**config.mk**
```make
export PLATFORM = sky130hd
export DESIGN_NAME = spi_reg_slave
export DESIGN_NICKNAME = d
export VERILOG_FILES = /design/src/rtl/spi_reg_pkg.sv /design/src/rtl/spi_sync.sv /design/src/rtl/spi_frame_engine.sv /design/src/rtl/spi_reg_access.sv /design/src/rtl/spi_reg_slave.sv
export SDC_FILE = /design/constraint.sdc
export NUM_CORES = 1
export LEC_CHECK = 0
export BUFFER_PORTS_ARGS = -buffer_cell sky130_fd_sc_hd__buf_2
export CORE_MARGIN = 10
export CORE_UTILIZATION = 35
export DETAILED_ROUTE_END_ITERATION = 10
export GPL_ROUTABILITY_DRIVEN = 0
export GPL_TIMING_DRIVEN = 0
export PLACE_DENSITY = 0.59
export SYNTH_ARGS = -nofsm -noshare
export SYNTH_HDL_FRONTEND = slang
export SYNTH_SLANG_ARGS = --single-unit
```
**constraint.sdc**
```tcl
create_clock -name clk -period 1.72 [get_ports clk]
set_clock_uncertainty 0.1 [all_clocks]
set_input_delay 0 -clock clk [delete_from_list [all_inputs] [get_ports clk]]
set_output_delay 0 -clock clk [all_outputs]
set_load 0.02 [all_outputs]
```
**src/rtl/spi_reg_pkg.sv**
```systemverilog
// Shared constants and frame layout for the SPI register slave.
package spi_reg_pkg;
    localparam int FRAME_BITS = 16;
    localparam int ADDR_W     = 6;
    localparam int NREG       = 1 << (ADDR_W - 1);
    localparam int IDX_W      = ADDR_W - 1;
    localparam int DATA_BITS  = 14;

    // Layout of a command frame as received from the master.
    typedef struct packed {
        logic              is_wr;
        logic              must_zero;
        logic [ADDR_W-1:0] addr;
        logic [7:0]        data;
    } cmd_frame_t;
endpackage

```
**src/rtl/spi_sync.sv**
```systemverilog
// Multi-bit synchroniser: a chain of STAGES flops per bit.
// Assumes each bit is an independent slow level; no bus coherence implied.
module spi_sync #(
    parameter int         W       = 3,
    parameter int         STAGES  = 2,
    parameter logic [W-1:0] RST_VAL = '0
) (
    input  logic         clk,
    input  logic         rst_n,
    input  logic [W-1:0] d,
    output logic [W-1:0] q
);
    logic [W-1:0] stg [STAGES];

    generate
        for (genvar g = 0; g < STAGES; g++) begin : g_stage
            if (g == 0) begin : g_first
                // first stage samples the asynchronous input
                always_ff @(posedge clk) begin
                    if (!rst_n) stg[g] <= RST_VAL;
                    else        stg[g] <= d;
                end
            end else begin : g_next
                // later stages settle metastability
                always_ff @(posedge clk) begin
                    if (!rst_n) stg[g] <= RST_VAL;
                    else        stg[g] <= stg[g-1];
                end
            end
        end
    endgenerate

    assign q = stg[STAGES-1];
endmodule

```
**src/rtl/spi_frame_engine.sv**
```systemverilog
// Bit engine: detects synchronised SCLK / chip-select edges, shifts the
// command in on rising SCLK, shifts the reply out on falling SCLK, and
// reports each frame as complete (exactly FRAME_BITS clocks) or bad.
// Assumes inputs are already synchronised to clk.
module spi_frame_engine
    import spi_reg_pkg::*;
(
    input  logic                  clk,
    input  logic                  rst_n,
    input  logic                  sclk_s,
    input  logic                  cs_s,
    input  logic                  mosi_s,
    input  logic [FRAME_BITS-1:0] tx_word,
    output logic                  miso,
    output logic                  miso_oe,
    output logic [FRAME_BITS-1:0] rx_frame,
    output logic                  frame_ok,
    output logic                  frame_bad
);
    localparam int CNT_W = $clog2(FRAME_BITS + 2);
    localparam logic [CNT_W-1:0] CNT_FULL = CNT_W'(FRAME_BITS);
    localparam logic [CNT_W-1:0] CNT_SAT  = CNT_W'(FRAME_BITS + 1);

    logic                  sclk_d, cs_d;
    logic [CNT_W-1:0]      cnt;
    logic [FRAME_BITS-1:0] tx_sh;
    logic                  sclk_rise, sclk_fall, cs_fall, cs_rise;

    assign sclk_rise = sclk_s & ~sclk_d;
    assign sclk_fall = ~sclk_s & sclk_d;
    assign cs_fall   = ~cs_s & cs_d;
    assign cs_rise   = cs_s & ~cs_d;

    // frame sequencing, serial shift in/out and end-of-frame verdict
    always_ff @(posedge clk) begin
        if (!rst_n) begin
            sclk_d    <= 1'b1;
            cs_d      <= 1'b1;
            cnt       <= '0;
            rx_frame  <= '0;
            tx_sh     <= '0;
            frame_ok  <= 1'b0;
            frame_bad <= 1'b0;
        end else begin
            sclk_d    <= sclk_s;
            cs_d      <= cs_s;
            frame_ok  <= 1'b0;
            frame_bad <= 1'b0;
            if (cs_fall) begin
                cnt   <= '0;
                tx_sh <= tx_word;
            end else if (!cs_s) begin
                if (sclk_rise) begin
                    rx_frame <= {rx_frame[FRAME_BITS-2:0], mosi_s};
                    if (cnt != CNT_SAT) cnt <= cnt + 1'b1;
                end
                if (sclk_fall && cnt != '0 && cnt < CNT_FULL)
                    tx_sh <= {tx_sh[FRAME_BITS-2:0], 1'b0};
            end
            if (cs_rise) begin
                if (cnt == CNT_FULL) frame_ok  <= 1'b1;
                else                 frame_bad <= 1'b1;
            end
        end
    end

    assign miso    = tx_sh[FRAME_BITS-1];
    assign miso_oe = ~cs_s;
endmodule

```
**src/rtl/spi_reg_access.sv**
```systemverilog
// Command decoder: turns finished frames into byte writes and pipelined
// 16-bit reads, keeps new-data flags for measurement registers and the
// latched frame-failure flag of the status register.
// Assumes frame_ok / frame_bad are single-cycle and rx_frame is stable then.
module spi_reg_access
    import spi_reg_pkg::*;
#(
    parameter logic [NREG-1:0] DATA_MASK = 32'h0000_00FE,
    parameter logic [NREG-1:0] WR_MASK   = 32'hBFFF_FC00,
    parameter int              STAT_IDX  = 30,
    parameter int              FAIL_BIT  = 3
) (
    input  logic                  clk,
    input  logic                  rst_n,
    input  logic                  frame_ok,
    input  logic                  frame_bad,
    input  logic [FRAME_BITS-1:0] rx_frame,
    input  logic [FRAME_BITS-1:0] rd_data,
    input  logic [NREG-1:0]       upd,
    input  logic                  alarm,
    output logic [IDX_W-1:0]      rd_idx,
    output logic                  wr_en,
    output logic [IDX_W-1:0]      wr_idx,
    output logic                  wr_hi,
    output logic [7:0]            wr_data,
    output logic [FRAME_BITS-1:0] tx_word
);
    cmd_frame_t            cmd;
    logic [IDX_W-1:0]      idx;
    logic                  is_rd, is_wr, rd_hit;
    logic [NREG-1:0]       nd;
    logic                  fail;
    logic [FRAME_BITS-1:0] word;

    assign cmd    = cmd_frame_t'(rx_frame);
    assign idx    = cmd.addr[ADDR_W-1:1];
    assign is_rd  = ~cmd.is_wr & ~cmd.must_zero;
    assign is_wr  = cmd.is_wr & ~cmd.must_zero;
    assign rd_hit = frame_ok & is_rd;
    assign rd_idx = idx;

    // reply word assembly for the addressed register
    always_comb begin
        word = rd_data;
        if (idx == IDX_W'(STAT_IDX)) begin
            word = '0;
            word[FAIL_BIT] = fail;
        end else if (DATA_MASK[idx]) begin
            word = {nd[idx], alarm, rd_data[DATA_BITS-1:0]};
        end
    end

    generate
        for (genvar g = 0; g < NREG; g++) begin : g_flag
            if (DATA_MASK[g]) begin : g_nd
                // new-data flag: set by update strobe (wins), cleared by read
                always_ff @(posedge clk) begin
                    if (!rst_n)                                  nd[g] <= 1'b0;
                    else if (upd[g])                             nd[g] <= 1'b1;
                    else if (rd_hit && idx == IDX_W'(g))         nd[g] <= 1'b0;
                end
            end else begin : g_none
                assign nd[g] = 1'b0;
            end
        end
    endgenerate

    // latched frame-failure flag, cleared by reading the status register
    always_ff @(posedge clk) begin
        if (!rst_n)                                      fail <= 1'b0;
        else if (frame_bad)                              fail <= 1'b1;
        else if (rd_hit && idx == IDX_W'(STAT_IDX))      fail <= 1'b0;
    end

    // reply staging and byte-write strobe generation
    always_ff @(posedge clk) begin
        if (!rst_n) begin
            tx_word <= '0;
            wr_en   <= 1'b0;
            wr_idx  <= '0;
            wr_hi   <= 1'b0;
            wr_data <= '0;
        end else begin
            wr_en <= frame_ok & is_wr & WR_MASK[idx];
            if (frame_ok) begin
                tx_word <= is_rd ? word : '0;
                wr_idx  <= idx;
                wr_hi   <= cmd.addr[0];
                wr_data <= cmd.data;
            end else if (frame_bad) begin
                tx_word <= '0;
            end
        end
    end
endmodule

```
**src/rtl/spi_reg_slave.sv**
```systemverilog
// Top: byte-addressed SPI register slave. Synchronises the SPI pins,
// runs the bit engine and decodes commands toward an external bank.
// Assumes SCLK is much slower than clk (several clocks per phase).
module spi_reg_slave
    import spi_reg_pkg::*;
#(
    parameter int              SYNC_STAGES = 2,
    parameter logic [NREG-1:0] DATA_MASK   = 32'h0000_00FE,
    parameter logic [NREG-1:0] WR_MASK     = 32'hBFFF_FC00,
    parameter int              STAT_IDX    = 30,
    parameter int              FAIL_BIT    = 3
) (
    input  logic                  clk,
    input  logic                  rst_n,
    input  logic                  spi_sclk,
    input  logic                  spi_cs_n,
    input  logic                  spi_mosi,
    output logic                  spi_miso,
    output logic                  spi_miso_oe,
    output logic                  bank_wr_en,
    output logic [IDX_W-1:0]      bank_wr_idx,
    output logic                  bank_wr_hi,
    output logic [7:0]            bank_wr_data,
    output logic [IDX_W-1:0]      bank_rd_idx,
    input  logic [FRAME_BITS-1:0] bank_rd_data,
    input  logic [NREG-1:0]       data_upd,
    input  logic                  alarm
);
    logic                  sclk_s, cs_s, mosi_s;
    logic [FRAME_BITS-1:0] rx_frame, tx_word;
    logic                  frame_ok, frame_bad;

    spi_sync #(.W(3), .STAGES(SYNC_STAGES), .RST_VAL(3'b110)) i_sync (
        .clk   (clk),
        .rst_n (rst_n),
        .d     ({spi_sclk, spi_cs_n, spi_mosi}),
        .q     ({sclk_s, cs_s, mosi_s})
    );

    spi_frame_engine i_engine (
        .clk       (clk),
        .rst_n     (rst_n),
        .sclk_s    (sclk_s),
        .cs_s      (cs_s),
        .mosi_s    (mosi_s),
        .tx_word   (tx_word),
        .miso      (spi_miso),
        .miso_oe   (spi_miso_oe),
        .rx_frame  (rx_frame),
        .frame_ok  (frame_ok),
        .frame_bad (frame_bad)
    );

    spi_reg_access #(
        .DATA_MASK (DATA_MASK),
        .WR_MASK   (WR_MASK),
        .STAT_IDX  (STAT_IDX),
        .FAIL_BIT  (FAIL_BIT)
    ) i_access (
        .clk       (clk),
        .rst_n     (rst_n),
        .frame_ok  (frame_ok),
        .frame_bad (frame_bad),
        .rx_frame  (rx_frame),
        .rd_data   (bank_rd_data),
        .upd       (data_upd),
        .alarm     (alarm),
        .rd_idx    (bank_rd_idx),
        .wr_en     (bank_wr_en),
        .wr_idx    (bank_wr_idx),
        .wr_hi     (bank_wr_hi),
        .wr_data   (bank_wr_data),
        .tx_word   (tx_word)
    );
endmodule

```
==> run metrics, run 1 <==
# setup viols final=20; CTS max path bufs=2; Die H=123.0 µm; Gate Count Post-Synth=around 390; synthesized area=around 3700 µm²; synthesized flop and latch total=a little under 90; final critical-path required period=around 1.8 ns; PwrDens=around 750 nW/µm²; post-layout util=48.30%; grt total ovfl=0; Post-synth EDFFs=0; initial DRC count=100; n_diodes=0; reg-to-reg startpoint=i_engine.rx_frame[15]; R2R Path End=i_access.nd[4]; Worst VDD drop=around 0.36 mV; Slew @ Worst Pin=around 0.67 ns; Clk pwr share=between 30% and 40%; Net Sw Frac=between 20 and 25%; filler cell count=942; Final Routed Wirelength=just over 9000 µm; commonest non-fill, non-tap cells in the layout=81 x dfxtp_1, 50 x buf_2, 35 x nand2_1, 32 x mux2i_1, 29 x nor2b_1; RSZ-0062 raised after global routing=true; Crit. Startpoint=i_engine.rx_frame[15]; total negative slack=-0.8710 ns; Worst slew margin=55.28%; failing checks=negative setup slack; largest net degree at the start of global routing=18; most used flip-flop cell after synthesis=dfxtp_1; area leader, netlist=dfxtp_1; Fmax=between 500 and 600 MHz; clk slew on worst S/H paths=0.09 ns; sequential power share=between 50% and 60%; final hold violations=0; post-route ant nets=0; Setup CP Type=flop to flop; ys async rst share=0%; area occupied by multi-input gates=1926 µm²; Worst setup endpoint=i_access.nd[4]; Initial Util=a little over a third; initial antenna violation count=0; CTS tree=built; die area=15130 µm²; commonest non-fill, non-tap cell in the layout=dfxtp_1; worst path arrival time=just under 2 ns; Port Buffers=50; leading post-synthesis cells by cell area=dfxtp_1 47%, mux2i_1 8.9%, a21boi_0 6.5%, nor2b_1 4.9%, nand2_1 3.5%; syn nets=444; Pleak=around 1.8 nW; DR vias=~3100; Die Wd=around 120 µm; post-synthesis average cell area=~9.6 µm²; Seq. cell area=1775 µm²; Startpoint Class=flop; share of the synthesized area in the top cell type=47.44%; TritonCTS buffer count=9; Area growth syn-to-layout=34.27%; Clock Sinks=88; status=finished with violations; Synth Warn #=0; Sw Pwr=between 800 and 900 µW; Crit. End Element=flop; slowest CP cell=or4_4; Distinct cells, synth=42; R2R Setup Slk=-0.09 ns; Remaining DRCs=0; first-pass GRT wire length=roughly 15000 µm; dpl cell area=approximately 4200 µm²; Final period util=105.3%; MaxCap Viol Count=0; final worst-path setup slack=-0.09184 ns; Seq/Total Area, Yosys=between 40 and 50%; Power, Total=roughly 3.7 mW; FP Rows=37; Avg WL per Cell=approximately 15 µm; crit-path max FO=4; Comb pwr share=~6.4%; Hold Path Class=input pin to flop; first drt pass iteration count=4; max incr delay on CP=between 0.4 and 0.5 ns; Worst Path Required=1.89 ns; Clk Latency, worst-skew pair=0.36 ns; routed vias/inst=~4.9; layout cells sized above 1=just under 30%; post-detail-place hpwl=roughly 6300 µm; max-slew violations=0; post-route cell area=4986 µm²; CTS Root Cell=clkbuf_8; Int Pwr=2.863 mW; H-tree depth=3; number of nets in the layout=~550; core area=between 10000 and 15000 µm²; All-Layer GR Usage=12.55%; Reg2Reg Depth=4; vias in the first global route=about 3000; cell chain of the critical path=or3b_4 -> or4_4 -> o31a_1 -> o21a_1; io pins=76
## power groups by stage
stage          logic (mW)  registers (mW)  clock network, mW
4_1_cts             0.227            2.07               1.46
2_1_floorplan       0.102            2.11                  0
3_3_place_gp        0.167            2.11                  0
5_1_grt             0.257            2.07               1.53
6_report            0.238            2.06               1.42
3_5_place_dp        0.169            2.12                  0
## routing by layer
metal / track usage, % / part of all wire [%]
met5: 0 / 0
met4: 5.895 / 2.0
met3: 2.461 / 4.1
met2: 20.88 / 48
met1: 15.33 / 46
## kinds of logic (layout without fill, tap and decap cells)
group	Yosys count	count (layout)	synth area share, %
AOI/OAI and AO/OA	93	93	17.25
xor gates and xnor gates	4	4	0.9436
adders and majority gates	3	3	1.011
buffers and inverters	41	148	5.054
DFF	88	88	47.44
muxes	35	35	9.805
and+or+nand+nor	123	123	18.50
## worst max-delay path, delay by kind of cell (launching register included)
kind,cells,cell delay [ns]
flip-flops,1,0.34
AO/OA/AOI/OAI,2,0.41
AND/OR/NAND/NOR,2,0.87
## synth_stat cells, types with 2 or more instances
master and instances:
a21boi_0 32, a21oi_1 5, a22oi_1 14, a31oi_1 3
and2_1 3, buf_2 3, buf_4 6, clkbuf_1 22
dfxtp_1 88, ha_1 3, inv_1 8, mux2i_1 33
nand2_1 35, nand2b_1 8, nand3_1 6, nand3b_1 2
nand4_1 2, nor2_1 11, nor2b_1 29, nor3b_1 2
o21a_1 15, o21ai_0 19, or3_1 16, or3b_2 2
xor2_1 3
## through the flow
step	cells	setup WS [ns]	hold WS [ns]
detailed placement	573	-0.3680	0.08877
floorplan	387	-0.1340	0.001471
CTS	628	-0.1507	0.2330
global placement	573	-0.3282	0.08201
global route	630	-0.1389	0.2617
finish	630	-0.09184	0.2562
## worst min path at each step
| stage | from | endpoint | depth (start not counted) |
|---|---|---|---|
| 6_report | spi_sclk | i_sync.stg[0][2] | 3 |
| 5_1_grt | spi_sclk | i_sync.stg[0][2] | 3 |
| 4_1_cts | spi_sclk | i_sync.stg[0][2] | 3 |
| 3_5_place_dp | spi_sclk | i_sync.stg[0][2] | 2 |
| 3_3_place_gp | spi_sclk | i_sync.stg[0][2] | 2 |
| 2_1_floorplan | spi_cs_n | i_sync.stg[0][1] | 1 |
## sequential cells by signal, summed over array words and instances (netlist names), 5 cells and up, named ones only
name / flops
i_engine.rx_frame: 16
i_access.wr_idx: 5
i_sync.stg: 6
i_access.wr_data: 8
i_engine.cnt: 5
i_access.tx_word: 16
i_access.nd: 7
i_engine.tx_sh: 16
## area by class of cell
type / count / share of cell area [%]
multi-input cells: 258 / 38.62
flip-flops and latches: 88 / 35.61
repair buffers: 96 / 14.13
plain buffers: 29 / 3.764
well taps: 136 / 3.413
clock buffers: 9 / 2.484
clock inverters: 6 / 1.380
inverters: 8 / 0.6023
## timing repair
action                     CTS  global route
hold endpoints to repair    28             0
resized for setup           52            34
buffers inserted            11             4
pin swaps                   20            23
gates cloned                 3             0
hold buffers                28             0
setup endpoints to repair   56            42
(Power assumes the default switching activity.)
==> inputs of run 2 (changes only) <==
--- a/config.mk
+++ b/config.mk
@@ -5,6 +5,7 @@
 export SDC_FILE = /design/constraint.sdc
 export NUM_CORES = 1
 export LEC_CHECK = 0
+export ABC_AREA = 1
 export BUFFER_PORTS_ARGS = -buffer_cell sky130_fd_sc_hd__buf_2
 export CORE_MARGIN = 10
 export CORE_UTILIZATION = 35
==> run 2 against run 1 <==
The run now ends clean. Register-to-register slack better by 0.23 ns. Combinational power is 7% higher. Clock-buffer cell count is 1 higher. Die area fell by 1.5%. Largest cell class is now flip-flops and latches.
==> run metrics, run 2 <==
CTS max path bufs=2; post-route ant nets=0; slowest CP cell=dfxtp_2; final hold violations=0; placed insts=approximately 650; Fmax=632.5 MHz; clk slew on worst S/H paths=approximately 0.1 ns; Pleak=roughly 2.0 nW; Worst setup endpoint=i_engine.tx_sh[12]; MaxCap Viol Count=0; Int Pwr=2.929 mW; reg-to-reg startpoint=i_engine.cnt[0]; Hold Path Class=input pin to flop; Place WS=roughly 0.037 ns; commonest non-fill, non-tap cells in the layout=92 x nand2_1, 87 x dfxtp_1, 59 x nor2_1, 54 x buf_2, 36 x o21ai_0; Crit. Startpoint=i_engine.cnt[0]; CTS Root Cell=clkbuf_8; post-detail-place hpwl=between 6000 and 7000 µm; xor and xnor area share after synthesis=0.2401%; Gate Count Post-Synth=463; ys async rst share=0%; status=finished clean; mux contribution to synthesized area=0%; DR vias=about 3300; R2R Setup Slk=0.14 ns; initial antenna violation count=0; grt total ovfl=0; vias in the first global route=around 3100; Synth Warn #=0; Port Buffers=50; Largest regs=i_access.tx_word x16, i_engine.rx_frame x16, i_engine.tx_sh x16; commonest non-fill, non-tap cell in the layout=nand2_1; Final period util=between 90% and 100%; Seq/Total Area, Yosys=around half; post-layout util=between 40 and 50%; Power, Total=3.867 mW; Setup CP Type=flop to flop; syn nets=between 500 and 600; largest net degree at the start of global routing=17; H-tree depth=3; io pins=between 70 and 80; PwrDens=approximately 840 nW/µm²; final worst-path setup slack=0.1389 ns; Die H=122.1 µm; Synth Area in Compound Gates=16.15%; final non-filler cell total=around 700; Reg2Reg Depth=9; CTS tree=built; Area growth syn-to-layout=25.69%; max incr delay on CP=0.38 ns; # setup viols final=0; routed vias/inst=around 4.7; synthesized area=3648 µm²; Commonest cells post-synth=92 x nand2_1, 88 x dfxtp_1, 59 x nor2_1; total negative slack=0 ns; initial DRC count=126; Startpoint Class=flop; most used flip-flop cell after synthesis=dfxtp_1; TritonCTS buffer count=9; R2R Path End=i_engine.tx_sh[12]; Worst slew margin=between 50% and 60%; Worst Path Required=around 1.9 ns; CP most frequent cell=inv_1; post-synthesis average cell area=between 7 and 8 µm²; Initial Util=a little over a third; Net Sw Frac=between 20% and 30%; core area=10230 µm²; Die Wd=about 120 µm; most frequent cell after synthesis=nand2_1; Clock Sinks=88; cell chain of the critical path=inv_1 -> ha_1 -> nand2_1 -> inv_1 -> o21ai_4 -> buf_6 -> nand3_1 -> o21ai_1 -> nor2_1; crit-path max FO=8; Sw Pwr=about 940 µW; Worst VDD drop=between 0.3 and 0.4 mV; Distinct cells, synth=38; delay-heaviest family, CP=flip-flops; Comb pwr share=between 6 and 7%; simple-gate share of the synthesized area=about a quarter; Remaining DRCs=0; Clk pwr share=about two fifths; Crit. End Element=flop; Post-Synth Adder-Cell Area=1.029%; max-slew violations=0; Crit. path cell count=9; leading post-synthesis cells by cell area=dfxtp_1 48%, nand2_1 9.5%, nor2_1 6.1%, o21ai_0 4.9%, nand3_1 4.0%; All-Layer GR Usage=between 10% and 20%; sequential power share=54.2%; first-pass GRT wire length=14930 µm; share of the synthesized area in the top cell type=48.29%; layout cells sized above 1=~25%; Slew @ Worst Pin=0.7186 ns; area leader, netlist=dfxtp_1; die area=around 15000 µm²; CP bufs+invs=3; first drt pass iteration count=4; synthesized flop and latch total=roughly 90; FP Rows=37; number of nets in the layout=612; largest family of logic cells by synthesized area=simple AND/OR/NAND/NOR gates; Final Routed Wirelength=8949 µm; Post-synth EDFFs=0; worst path arrival time=~1.7 ns; Clk Latency, worst-skew pair=0.35 ns; final critical-path required period=approximately 1.6 ns; Avg WL per Cell=12.84 µm
==> run 2: cell count changes after synthesis, sizes merged, moves of 13 or more <==
| cell | previous run | this run |
|---|---|---|
| a21boi | 32 | 0 |
| a21oi | 5 | 37 |
| a22oi | 14 | 0 |
| clkbuf | 22 | 9 |
| inv | 8 | 40 |
| mux2i | 33 | 0 |
| nand2 | 35 | 104 |
| nand3 | 6 | 31 |
| nor2 | 11 | 63 |
| nor2b | 29 | 0 |
| o21ai | 19 | 45 |
| or3 | 16 | 0 |
==> run 2: routing by layer <==
layer  share of wire (%)  routed length, µm  track usage (%)  vias up
li1                    -                  -                -     1675
met1                  46               4116            15.27     1529
met2                  48               4322            19.82       64
met3                 4.3                381            3.330        9
met4                 1.4                128            4.566        0
met5                   0                  0                0        -
==> run 2: cell families (layout without fill, tap and decap cells) <==
group,Yosys count,in the layout
XOR/XNOR,1,1
flip-flops,88,88
other,0,1
adder cells (fa/ha/maj),3,3
buffers and inverters,68,165
AND/OR/NAND/NOR,207,207
AO/OA/AOI/OAI,96,96
==> run 2: layout make-up <==
cell class / count / area, µm²
antenna: 1 / 2.502
clock inverter: 6 / 72.57
buffer: 26 / 170.2
tap: 136 / 170.2
multi-input combinational: 307 / 1551
fill: 1035 / 5645
timing repair buffer: 81 / 553.0
inverter: 42 / 165.2
sequential: 88 / 1763
clock buffer: 10 / 137.6
==> run 2: worst reg2reg max path, cell delays in order, from the launching register on <==
cell and delay [ns]:
dfxtp_2 0.38, inv_1 0.07, ha_1 0.19, nand2_1 0.06
inv_1 0.07, o21ai_4 0.19, buf_6 0.16, nand3_1 0.08
o21ai_1 0.11, nor2_1 0.07
==> run 2: repair_timing <==
| action | in CTS | in global routing |
|---|---|---|
| buffers inserted | 0 | 3 |
| hold endpoints to repair | 27 | 0 |
| setup endpoints to repair | 0 | 13 |
| resized for setup | 0 | 1 |
| hold buffers | 28 | 0 |
==> run 2: how the worst min path moves through the flow <==
stage	from	end	slack (ns)	cells after the start
finish	spi_cs_n	i_sync.stg[0][1]	0.26	3
global route	spi_cs_n	i_sync.stg[0][1]	0.26	3
global placement	spi_sclk	i_sync.stg[0][2]	0.09	2
CTS	spi_cs_n	i_sync.stg[0][1]	0.26	3
detailed placement	spi_sclk	i_sync.stg[0][2]	0.09	2
floorplan	spi_mosi	i_sync.stg[0][0]	-0.002	2
==> run 2: power groups by stage <==
stage / clock, mW / combinational (mW) / sequential [mW]
2_1_floorplan: 0 / 0.126 / 2.14
3_3_place_gp: 0 / 0.195 / 2.14
3_5_place_dp: 0 / 0.200 / 2.14
4_1_cts: 1.54 / 0.250 / 2.09
5_1_grt: 1.63 / 0.283 / 2.10
6_report: 1.52 / 0.254 / 2.10
==> run 2: through the flow <==
step                area, µm²  hold slack (ns)
floorplan                3649        -0.002369
global placement         4069          0.09117
detailed placement       4069          0.08893
CTS                      4559           0.2630
global route             4583           0.2630
finish                   4586           0.2626
==> inputs of run 3 (changes only) <==
--- a/config.mk
+++ b/config.mk
@@ -12,7 +12,7 @@
 export DETAILED_ROUTE_END_ITERATION = 10
 export GPL_ROUTABILITY_DRIVEN = 0
 export GPL_TIMING_DRIVEN = 0
-export PLACE_DENSITY = 0.59
+export PLACE_DENSITY = 0.57
 export SYNTH_ARGS = -nofsm -noshare
 export SYNTH_HDL_FRONTEND = slang
 export SYNTH_SLANG_ARGS = --single-unit
==> constraint.sdc (replaced) <==
create_clock -name clk -period 2.03 [get_ports clk]
set_clock_uncertainty 0.1 [all_clocks]
set_input_delay 0 -clock clk [delete_from_list [all_inputs] [get_ports clk]]
set_output_delay 0 -clock clk [all_outputs]
set_load 0.02 [all_outputs]
==> run 3 against run 2 <==
Register-to-register slack better by 0.02 ns. Die area unchanged. Core utilization up 0.17 points. Fmax down 16%. Global-route usage down 0.11 points. Power down 10%. Clock-buffer cell count unchanged. Largest cell class unchanged. Largest power group unchanged.
==> run metrics, run 3 (synthesis gave the netlist of run 2 again) <==
vias in the first global route=between 3000 and 4000; MaxCap Viol Count=0; Die H=~120 µm; FP Rows=37; Area growth syn-to-layout=26.17%; CTS max path bufs=2; Hold WS=0.2618 ns; Initial Util=35.66%; first-pass GRT wire length=about 15000 µm; total negative slack=0 ns; n_diodes=0; commonest non-fill, non-tap cell in the layout=nand2_1; post-detail-place hpwl=between 6000 and 7000 µm; CTS tree=built; CTS Root Cell=clkbuf_8; Port Buffers=50; Clock Sinks=88; max incr delay on CP=between 0.5 and 0.6 ns; first drt pass iteration count=4; Remaining DRCs=0; Worst slew margin=between 50 and 60%; core area=10230 µm²; initial DRC count=roughly 140; Fmax=534.3 MHz; GRT met2 Usage=between 20% and 30%; Largest regs=i_access.tx_word x16, i_engine.rx_frame x16, i_engine.tx_sh x16; commonest non-fill, non-tap cells in the layout=92 x nand2_1, 87 x dfxtp_1, 59 x nor2_1, 54 x buf_2, 36 x o21ai_0; Worst VDD drop=0.3739 mV; layer with the highest usage=met2; Place WS=between 0.4 and 0.5 ns; cell chain of the critical path=buf_2 -> nor2_4 -> inv_2 -> o21ai_2 -> inv_2 -> o211ai_1 -> dlygate4sd3_1 -> a21oi_1; Avg WL per Cell=approximately 12 µm; die area=between 10000 and 15000 µm²; Final period util=between 90 and 100%; layout cells sized above 1=approximately a quarter; CP most frequent cell=inv_2; met1 Use GR=approximately 14%; GRT met3 Usage=roughly 4%; Setup CP Type=flop to flop; worst path arrival time=roughly 2.0 ns; Power, Total=between 3 and 4 mW; crit-path max FO=9; Pleak=a little under 2 nW; Slew @ Worst Pin=between 0.7 and 0.8 ns; PwrDens=755.6 nW/µm²; Crit. End Element=flop; Clk Latency, worst-skew pair=roughly 0.36 ns; initial antenna violation count=0; max-slew violations=0; post-route ant nets=0; final worst-path setup slack=0.1586 ns; All-Layer GR Usage=12.15%; io pins=76; Startpoint Class=flop; number of nets in the layout=609; Hold Path Class=input pin to flop; Die Wd=roughly 120 µm; clk slew on worst S/H paths=about 0.09 ns; filler cell count=approximately 1000; Worst Path Required=2.15 ns; DR vias=roughly 3200; largest net degree at the start of global routing=16; status=finished clean; final critical-path required period=around 1.9 ns; RSZ-0062 raised after global routing=false; Final Routed Wirelength=8628 µm; H-tree depth=3; grt total ovfl=0; Post-CTS Setup Inserts=0; TritonCTS buffer count=9; slowest CP cell=dlygate4sd3_1; routed vias/inst=roughly 4.6; # setup viols final=0; final hold violations=0
## run 3: changes by cell type in the layout (fill, tap and decap cells not counted)
cell,previous run,this run
buf_4,11,8
inv_6,3,1
bufinv_16,1,3
diode_2,1,0
## run 3: path summary, 6_finish.rpt
kind | start | to | slack, ns | cells after the start
worst min register to register | i_sync.stg[0][1] | i_sync.stg[1][1] | 0.32 | 1
worst max-delay path | i_engine.rx_frame[9] | i_access.tx_word[14] | 0.16 | 8
worst min-delay path | spi_sclk | i_sync.stg[0][2] | 0.26 | 3
worst max register to register | i_engine.rx_frame[9] | i_access.tx_word[14] | 0.16 | 8
## run 3: where the power goes
part	internal (mW)	switching (mW)	leakage [nW]	total (mW)
sequential	1.76	0.0170	0.715	1.77
combinational	0.101	0.106	1.13	0.207
clock	0.858	0.639	0.123	1.50
total	2.72	0.762	1.96	3.48
## run 3: final cells by class
type,count,area (µm²),share of cell area [%]
Buffer,26,170.2,3.697
Clock buffer,10,137.6,2.990
Clock inverter,6,115.1,2.501
Inverter,42,165.2,3.588
Multi-Input combinational cell,307,1551,33.70
Sequential cell,88,1763,38.30
Tap cell,136,170.2,3.697
Timing Repair Buffer,78,530.5,11.52
## run 3: worst max-delay path, delay by kind of cell (launching register included)
family,cells,cell delay [ns]
flops,1,0.32
simple gates,1,0.13
compound gates,3,0.26
buf+inv,4,0.91
## run 3: metrics by stage
step           util, %  std cells  cell area, µm²
3_3_place_gp     39.77        649            4069
5_1_grt          44.99        693            4603
2_1_floorplan        -        463            3649
6_report         44.99        693            4603
4_1_cts          44.98        693            4602
3_5_place_dp     39.77        649            4069
## run 3: layer usage
layer	share of wire [%]	up-vias
met5	0	-
met4	1.0	0
met3	4.8	10
met2	48	47
met1	46	1443
li1	-	1658
## run 3: what timing repair did
action                                  CTS  global route
endpoints found under the setup margin    0             1
hold buffers                             28             0
gates resized for setup                   0             1
hold endpoints to repair                 29             0
